## src/rtl/cgd_pkg.sv

```systemverilog
// Package: shared constants and the code-group class type for the
// serial aligner / nibble decoder. Assumes 5-bit groups, 4-bit nibbles.
package cgd_pkg;
    localparam int SYM_W = 5;
    localparam int NIB_W = 4;
    localparam int WIN_W = 2 * SYM_W;
    localparam int CNT_W = $clog2(SYM_W + 1);

    localparam logic [SYM_W-1:0] CG_J    = 5'b11000;
    localparam logic [SYM_W-1:0] CG_K    = 5'b10001;
    localparam logic [SYM_W-1:0] CG_T    = 5'b01101;
    localparam logic [SYM_W-1:0] CG_R    = 5'b00111;
    localparam logic [SYM_W-1:0] CG_IDLE = 5'b11111;

    localparam logic [NIB_W-1:0] PRE_NIB = 4'b0101;

    typedef enum logic [2:0] {
        CK_DATA,
        CK_J,
        CK_K,
        CK_T,
        CK_R,
        CK_IDLE,
        CK_BAD
    } cg_kind_e;
endpackage

```

## src/rtl/cgd_shifter.sv

```systemverilog
// Module: serial-in window. Shifts one line bit per clock into the LSB,
// so the oldest bit sits at the MSB. Assumes a continuous bit stream.
// Reset fills the window with ones (line idle) so no false delimiter.
module cgd_shifter #(
    parameter int W = 10
) (
    input  logic         clk,
    input  logic         rst_n,
    input  logic         din,
    output logic [W-1:0] win
);
    // Purpose: slide the window by one bit each clock.
    always_ff @(posedge clk) begin
        if (!rst_n) win <= '1;
        else        win <= {win[W-2:0], din};
    end

    // newest bit always lands in the LSB on the next edge
    a_r1_shift_in: assert property (@(posedge clk) disable iff (!rst_n)
        $past(rst_n) |-> win[0] == $past(din));
endmodule

```

## src/rtl/cgd_sym_decode.sv

```systemverilog
// Module: combinational classifier of one 5-bit code group into a kind
// and, for data groups, its 4-bit value. Assumes the group is bit-aligned.
module cgd_sym_decode
    import cgd_pkg::*;
(
    input  logic [SYM_W-1:0] code,
    output cg_kind_e         kind,
    output logic [NIB_W-1:0] nib
);
    // Purpose: map the group onto the data table or a control class.
    always_comb begin
        kind = CK_DATA;
        nib  = '0;
        case (code)
            5'b11110: nib = 4'h0;
            5'b01001: nib = 4'h1;
            5'b10100: nib = 4'h2;
            5'b10101: nib = 4'h3;
            5'b01010: nib = 4'h4;
            5'b01011: nib = 4'h5;
            5'b01110: nib = 4'h6;
            5'b01111: nib = 4'h7;
            5'b10010: nib = 4'h8;
            5'b10011: nib = 4'h9;
            5'b10110: nib = 4'hA;
            5'b10111: nib = 4'hB;
            5'b11010: nib = 4'hC;
            5'b11011: nib = 4'hD;
            5'b11100: nib = 4'hE;
            5'b11101: nib = 4'hF;
            CG_J:     kind = CK_J;
            CG_K:     kind = CK_K;
            CG_T:     kind = CK_T;
            CG_R:     kind = CK_R;
            CG_IDLE:  kind = CK_IDLE;
            default:  kind = CK_BAD;
        endcase
    end
endmodule

```

## src/rtl/rx_cg_decoder.sv

```systemverilog
// Module: top of the aligner / decoder. Hunts for J/K out of frame,
// then counts fixed 5-bit groups, keeps one group pending to recognise
// T/R and IDLE/IDLE closings, and drives the nibble interface.
// Assumes one descrambled bit per clock, first-on-line bit = group MSB.
module rx_cg_decoder
    import cgd_pkg::*;
(
    input  logic             clk,
    input  logic             rst_n,
    input  logic             ser_bit,
    output logic [NIB_W-1:0] rxd,
    output logic             rx_dv,
    output logic             crs,
    output logic             rx_er
);
    logic [WIN_W-1:0] win;
    cg_kind_e         cur_kind;
    logic [NIB_W-1:0] cur_nib;

    cgd_shifter #(.W(WIN_W)) u_win (
        .clk   (clk),
        .rst_n (rst_n),
        .din   (ser_bit),
        .win   (win)
    );

    cgd_sym_decode u_dec (
        .code (win[SYM_W-1:0]),
        .kind (cur_kind),
        .nib  (cur_nib)
    );

    logic             in_frame;
    logic [CNT_W-1:0] bit_cnt;
    logic             pend_pre;
    cg_kind_e         pend_kind;
    logic [NIB_W-1:0] pend_nib;

    logic jk_hit, sym_done, end_now;

    // Purpose: decode the hunt hit, the group boundary and the closing pair.
    always_comb begin
        jk_hit   = !in_frame && (win == {CG_J, CG_K});
        sym_done = in_frame && (bit_cnt == CNT_W'(SYM_W));
        end_now  = sym_done && !pend_pre &&
                   ((pend_kind == CK_T    && cur_kind == CK_R) ||
                    (pend_kind == CK_IDLE && cur_kind == CK_IDLE));
    end

    // Purpose: frame state, group counter and the one-group pending stage.
    always_ff @(posedge clk) begin
        if (!rst_n) begin
            in_frame  <= 1'b0;
            bit_cnt   <= '0;
            pend_pre  <= 1'b0;
            pend_kind <= CK_BAD;
            pend_nib  <= '0;
        end else if (jk_hit) begin
            in_frame <= 1'b1;
            bit_cnt  <= CNT_W'(1);
            pend_pre <= 1'b1;
        end else if (sym_done) begin
            bit_cnt   <= CNT_W'(1);
            pend_pre  <= 1'b0;
            pend_kind <= cur_kind;
            pend_nib  <= cur_nib;
            if (end_now) in_frame <= 1'b0;
        end else if (in_frame) begin
            bit_cnt <= bit_cnt + CNT_W'(1);
        end
    end

    // Purpose: drive the nibble interface once per group boundary.
    always_ff @(posedge clk) begin
        if (!rst_n) begin
            rxd   <= '0;
            rx_dv <= 1'b0;
            crs   <= 1'b0;
            rx_er <= 1'b0;
        end else if (jk_hit) begin
            rxd   <= PRE_NIB;
            rx_dv <= 1'b1;
            crs   <= 1'b1;
            rx_er <= 1'b0;
        end else if (sym_done) begin
            if (end_now) begin
                rxd   <= '0;
                rx_dv <= 1'b0;
                crs   <= 1'b0;
                rx_er <= 1'b0;
            end else if (pend_pre) begin
                rxd   <= PRE_NIB;
                rx_er <= 1'b0;
            end else if (pend_kind == CK_DATA) begin
                rxd   <= pend_nib;
                rx_er <= 1'b0;
            end else begin
                rxd   <= '0;
                rx_er <= 1'b1;
            end
        end
    end

    // carrier only rises out of a window that held J then K
    a_r1_start_on_jk: assert property (@(posedge clk) disable iff (!rst_n)
        $rose(rx_dv) |-> $past(win) == {CG_J, CG_K});

    // the first nibble of every frame is the preamble pattern
    a_r3_preamble_first: assert property (@(posedge clk) disable iff (!rst_n)
        $rose(rx_dv) |-> rxd == PRE_NIB);

    // between group boundaries the nibble bus does not move
    a_r4_hold_nibble: assert property (@(posedge clk) disable iff (!rst_n)
        (in_frame && !sym_done) |=> $stable(rxd) && $stable(rx_dv));

    // a frame only closes on a group boundary
    a_r5_end_on_boundary: assert property (@(posedge clk) disable iff (!rst_n)
        $fell(rx_dv) |-> $past(sym_done));

    // the error flag is only raised inside a frame
    a_r7_err_in_frame: assert property (@(posedge clk) disable iff (!rst_n)
        rx_er |-> rx_dv && crs);
endmodule

```

## config.mk

```make
export PLATFORM = sky130hd
export DESIGN_NAME = rx_cg_decoder
export DESIGN_NICKNAME = d
export VERILOG_FILES = /design/src/rtl/cgd_pkg.sv /design/src/rtl/cgd_shifter.sv /design/src/rtl/cgd_sym_decode.sv /design/src/rtl/rx_cg_decoder.sv
export SDC_FILE = /design/constraint.sdc
export NUM_CORES = 1
export LEC_CHECK = 0
export CORE_MARGIN = 2
export CORE_UTILIZATION = 36
export CTS_CLUSTER_SIZE = 25
export DETAILED_ROUTE_END_ITERATION = 10
export PLACE_DENSITY = 0.52
export SYNTH_ARGS = -nofsm -noshare
export SYNTH_HDL_FRONTEND = slang
export SYNTH_SLANG_ARGS = --single-unit
```

## constraint.sdc

```tcl
create_clock -name clk -period 1.69 [get_ports clk]
set_input_delay 0.169 -clock clk [delete_from_list [all_inputs] [get_ports clk]]
set_output_delay 0.169 -clock clk [all_outputs]
set_load 0.005 [all_outputs]
```

## After elaboration in Yosys (flattened, before gate mapping)

Cells that the tools add are included.

- Flip-flop bits (word level): 27
- Input port bits: 3
- Output and inout bits: 7
- Logic and storage cells: 76

- Add/subtract/negate cells: 1
- Equality and inequality tests: 27
- Multiplexer cells: 18
- Bitwise operators: 2
- Reductions and logical operators: 18

Operator list:

| operator | number |
|---|---|
| equality test 5 bit (second input constant) | 14 |
| case mux 4 bit (15 select lines) | 1 |
| equality test 5 x 4 -> 1 bit (second input constant) | 6 |
| case mux 3 bit (6 select lines) | 1 |
| OR reduction 16 bit | 1 |
| equality test 3 bit (second input constant) | 4 |
| two-way mux 4 bit | 3 |
| two-way mux 1 bit | 11 |
| equality test 10 bit (second input constant) | 1 |
| logical AND 1 bit | 6 |
| two-way mux 3 bit | 2 |
| equality test 5 x 3 -> 1 bit (second input constant) | 1 |
| AND reduction 2 bit | 2 |
| nonzero test 2 bit | 2 |
| adder 3 x 1 -> 3 bit (second input constant) | 1 |
| equality test 3 x 2 -> 1 bit (second input constant) | 1 |
| zero test 3 bit | 1 |
| nonzero test 3 bit | 1 |
| OR reduction 3 bit | 1 |
| zero test 1 bit | 2 |
| inverter 1 bit | 2 |
| OR reduction 2 bit | 1 |
| logical OR 1 bit | 1 |

## Longest topological paths before layout

- Word-level depth: 10
- Gate-level depth with buffers: 6
- Depth with buffers taken out: 6

## Modules after synthesis

From an unflattened synthesis, not the netlist that was laid out.

- Cell total of the unflattened synthesis: 147
- Area total of the unflattened synthesis: 1,270.0 sq um

Modules (own cells, without submodules):

| module | times used | cells an instance | area each (sq um) | seq. area each (sq um) |
|---|---|---|---|---|
| rx_cg_decoder | 1 | 91 | 762.0 | 340.3 |
| cgd_shifter | 1 | 20 | 262.8 | 200.2 |
| cgd_sym_decode | 1 | 36 | 245.2 | 0.0 |

## Least setup slack after synthesis

Ideal clock, no wire load.

- Kind: register to register
- Start point: register bit_cnt[1]
- End point: register rxd[1]
- Library setup time: 0.117 ns
- Arrival: 1.326 ns
- Required time: 1.573 ns
- Slack: 0.247 ns
- Cell stages (with the launch flop): 7
- Buffers on the path: 1
- Clock period less this slack: 1.443 ns
- Path through: dfxtp_1 -> inv_1 -> ha_1 -> and3_1 -> clkbuf_1 -> and4b_1 -> a22o_1

- Longest elaborated chain between the ends: 5

Ends and longest elaborated chain:

| element | line | source |
|---|---|---|
| from (decl) | rx_cg_decoder.sv:34 | `logic [CNT_W-1:0] bit_cnt;` |
| from (signal assigned) | rx_cg_decoder.sv:69 | `bit_cnt <= bit_cnt + CNT_W'(1);` |
| equality test 3 bit (*) | rx_cg_decoder.sv:44 | `sym_done = in_frame && (bit_cnt == CNT_W'(SYM_W));` |
| logical AND 1 bit (*) | rx_cg_decoder.sv:44 |  |
| logical AND 1 bit (2 in a row) | rx_cg_decoder.sv:45 | `end_now = sym_done && !pend_pre &&` |
| two-way mux 4 bit | rx_cg_decoder.sv:86 | `if (end_now) begin` |
| to (signal assigned) | rx_cg_decoder.sv:95 | `rxd <= pend_nib;` |
| to (decl) | rx_cg_decoder.sv:11 | `output logic [NIB_W-1:0] rxd,` |

Every way passes the cells marked *; elsewhere a longest branch is shown, timed or not.
A chain may end at the register's enable or synchronous reset.

## Final worst setup path

- Start point: register u_win.win[2]
- End point: register crs

- Longest elaborated chain between the ends: 9
- Elaborated cells on any way between the ends: 35
- Classes of those cells: eq/ne: 24; mux: 2; reduce/logical: 9

Ends and longest elaborated chain:

| element | line | source |
|---|---|---|
| from (decl) | cgd_shifter.sv:10 | `output logic [W-1:0] win` |
| from (signal assigned) | cgd_shifter.sv:15 | `else win <= {win[W-2:0], din};` |
| equality test 5 bit / equality test 5 x 4 -> 1 bit (equally long branches) | cgd_sym_decode.sv:14 | `case (code)` |
| OR reduction 16 bit (no source line) | - |  |
| case mux 3 bit (6 select lines) | cgd_sym_decode.sv:14 |  |
| equality test 3 bit (on tied branches) | rx_cg_decoder.sv:46, rx_cg_decoder.sv:47 |  |
| logical AND 1 bit (on tied branches) | rx_cg_decoder.sv:46, rx_cg_decoder.sv:47 |  |
| logical OR 1 bit | rx_cg_decoder.sv:46 | `((pend_kind == CK_T && cur_kind == CK_R) \|\|` |
| logical AND 1 bit | rx_cg_decoder.sv:45 |  |
| nonzero test 2 bit (no source line) | - |  |
| AND reduction 2 bit (no source line) | - |  |
| to (signal assigned) | rx_cg_decoder.sv:78 | `crs <= 1'b0;` |
| to (signal assigned) | rx_cg_decoder.sv:83 | `crs <= 1'b1;` |
| to (signal assigned) | rx_cg_decoder.sv:89 | `crs <= 1'b0;` |
| to (decl) | rx_cg_decoder.sv:13 | `output logic crs,` |

Several ways; a longest one is shown, not always the timed one.

==> impl_metrics.json <==
{
  "slew_violations": 0,
  "synthMuxAreaShare": 0.007851,
  "status": "finished, final reports clean",
  "combPwrFrac": 0.056,
  "totalWireLength_um": 2560,
  "hold_class": "in2reg",
  "fin_nets": 150,
  "clock-skew-final_ns": 0.003633,
  "worstSetupEndpointType": "flip-flop",
  "initial_core_util": 0.3791,
  "synth_top_family_by_area": "simple AND/OR/NAND/NOR gates",
  "fin_ws_ns": 0.1249,
  "syn_avg_cell_area_um2": 9.586,
  "dpl.hpwl_um": 1946,
  "clock-sinks": 27,
  "cts-buffers-inserted": 3,
  "p_int_uw": 759.8,
  "hold_buffers": 0,
  "fmax_ghz": 0.6389,
  "period_share": 0.9261,
  "ys.flop_type": "dfxtp_1",
  "max_slew_margin": 0.6527,
  "syn-cell-area_um2": 1275,
  "die-area_um2": 4034,
  "whs_ns": 0.3973,
  "finalHoldViolCount": 0,
  "synthSimpleGateAreaFrac": 0.2542,
  "numPortBuffers": 9,
  "routedWlPerCell_um": 13.47,
  "clk_latency_ns": 0.32,
  "layout.cells.non_filler": 190,
  "synth_xor_area_frac": 0.04122,
  "cts_tree": "yes",
  "synth_fp_nets": 138,
  "ys_warn_count": 0,
  "grt_pass1_vias": 1030,
  "antenna_found_initial": 0,
  "grt_pass1_wl_um": 4802,
  "required_ns": 1.91,
  "synth-edff-count": 0,
  "power.leakage_uw": 0.0005519,
  "synth-compound-area-share": 0.1835,
  "path_max_fanout": 9,
  "synthToLayoutAreaGrowth_pct": 13.54,
  "yosys.area_share.adder": 0.01963,
  "drt_drc_violations_left": 0,
  "arrival_ns": 1.79,
  "synth_seq_area_share": 0.4239,
  "grt_setup_unrepaired": "no",
  "maxCapViolCount": 0,
  "vias_per_cell": 5.032,
  "gp_congestion": 0.7023,
  "power_frac_clock": 0.281,
  "fin_setup_tns_ns": 0,
  "ant_nets": 0,
  "clockBufferDepth": 2,
  "vias": 956,
  "p_sw_frac": 0.2253,
  "die_y_um": 63.51,
  "rows": 21,
  "period_minus_slack_ns": 1.565,
  "grt_max_degree": 15,
  "place_ws_ns": 0.09422,
  "cts_max_level": 1,
  "worstSetupPathType": "reg2reg",
  "power_switching_uw": 221.0,
  "core-area_um2": 3363,
  "track_usage": 0.1501,
  "cp-start-kind": "flip-flop",
  "synth-seq-cells": 27,
  "placedCellCount": 186,
  "drt_iter0_drc": 26,
  "clockRootBuffer": "clkbuf_4",
  "drive_gt1_frac": 0.1528,
  "ios": 10,
  "grt.overflow.total": 0,
  "worstMarginPinSlew_ns": 0.5170,
  "netlist_instances": 133,
  "dieWidth_um": 63.51,
  "seq_power_share": 0.663,
  "setup_viol": 0,
  "powerDensity_nw_per_um2": 677.5,
  "diodes": 0,
  "async_flop_share": 0,
  "clk_pin_slew_worst_paths_ns": 0.14,
  "max-vdd-ir-drop_uv": 409.7,
  "firstDrtPassIters": 4,
  "ys_types": 38
}
[state kept, by name, indices dropped and copies added (netlist names)]
| name | flops |
|---|---|
| pend_nib | 4 |
| pend_pre | 1 |
| pend_kind | 3 |
| rxd | 4 |
| rx_er | 1 |
| bit_cnt | 3 |
| u_win.win | 10 |
| crs | 1 |
[cells in the mapped netlist, types with 2 or more instances]
| library cell | n | area share |
|---|---|---|
| dfxtp_1 | 27 | 0.42 |
| nand2_1 | 15 | 0.044 |
| nand2b_1 | 9 | 0.044 |
| nand3_1 | 8 | 0.031 |
| a21boi_0 | 5 | 0.029 |
| a21oi_1 | 5 | 0.020 |
| buf_4 | 5 | 0.029 |
| nor2_1 | 5 | 0.015 |
| a22o_1 | 3 | 0.021 |
| and4b_1 | 3 | 0.024 |
| clkbuf_1 | 3 | 0.0088 |
| nor3_1 | 3 | 0.012 |
| nor3b_1 | 3 | 0.018 |
| o21ai_0 | 3 | 0.012 |
| o311a_1 | 3 | 0.024 |
| xnor2_1 | 3 | 0.021 |
| xor2_1 | 3 | 0.021 |
| buf_2 | 2 | 0.0079 |
| buf_6 | 2 | 0.018 |
| ha_1 | 2 | 0.020 |
| inv_1 | 2 | 0.0059 |
| nor2b_1 | 2 | 0.0098 |
| o22a_1 | 2 | 0.014 |
[routing by layer]
layer,global-route usage,vias up,part of all wire
met5,0,-,0
met4,0.04076,0,0.0070
met3,0.03036,2,0.024
met2,0.2579,5,0.50
met1,0.1901,456,0.47
li1,-,493,-
[area by class of cell]
type | count | area (um^2)
fill | 368 | 1916
multi-input combinational | 92 | 645.6
sequential | 27 | 545.5
timing repair buffer | 19 | 165.2
tap | 46 | 57.56
clock buffer | 4 | 26.28
inverter | 2 | 7.507
[final timing paths]
kind                                    from           end  slack [ns]  depth (start not counted)
worst min-delay path                 ser_bit  u_win.win[0]        0.40                          2
worst max register to register  u_win.win[2]           crs        0.12                          4
worst min register to register  u_win.win[6]  u_win.win[7]        0.47                          1
worst max-delay path            u_win.win[2]           crs        0.12                          4
[metrics by stage]
step | utilization | total power [uW] | instance area, um^2
after detailed placement | 0.4211 | 719.0 | 1416
final | 0.4304 | 980.7 | 1448
after CTS | 0.4289 | 990.6 | 1443
after global routing | 0.4304 | 1031 | 1448
after floorplan | - | 701.4 | 1275
after global placement | 0.4211 | 718.0 | 1416
[worst max-delay path, stage by stage, from the launching register on]
cell and delay (ns):
dfxtp_1 0.56, nand3_1 0.21, nor4_2 0.25, mux2i_1 0.15, o311a_1 0.30
[power groups by stage]
| stage | Sequential (uW) | Combinational (uW) | Clock (uW) |
|---|---|---|---|
| after floorplan | 657 | 44.0 | 0 |
| after global placement | 664 | 54.0 | 0 |
| after detailed placement | 664 | 55.1 | 0 |
| after CTS | 650 | 55.4 | 285 |
| after global routing | 652 | 61.1 | 317 |
| final | 650 | 54.5 | 276 |
[logic make-up (layout without fill, tap and decap cells)]
| group | after synthesis | count (layout) |
|---|---|---|
| muxes | 1 | 1 |
| buffers and inverters | 14 | 25 |
| xor gates and xnor gates | 6 | 6 |
| adders and majority gates | 2 | 2 |
| and+or+nand+nor | 55 | 55 |
| DFF | 27 | 27 |
| AOI/OAI and AO/OA | 28 | 28 |
[cells in the final DEF, fill, tap and decap left out, drive strengths merged, types with 4 or more instances in the layout]
cell / instances
a21oi: 5
buf: 10
clkbuf: 4
nand3: 8
nor3b: 4
nor2: 6
nand2: 15
nand2b: 9
clkdlybuf4s50: 9
a21boi: 5
dfxtp: 27
[what timing repair did]
item,in CTS,in global routing
setup buffers,0,0
endpoints found under the setup margin,0,9
gates resized for setup,0,4
(Power assumes the default switching activity.)
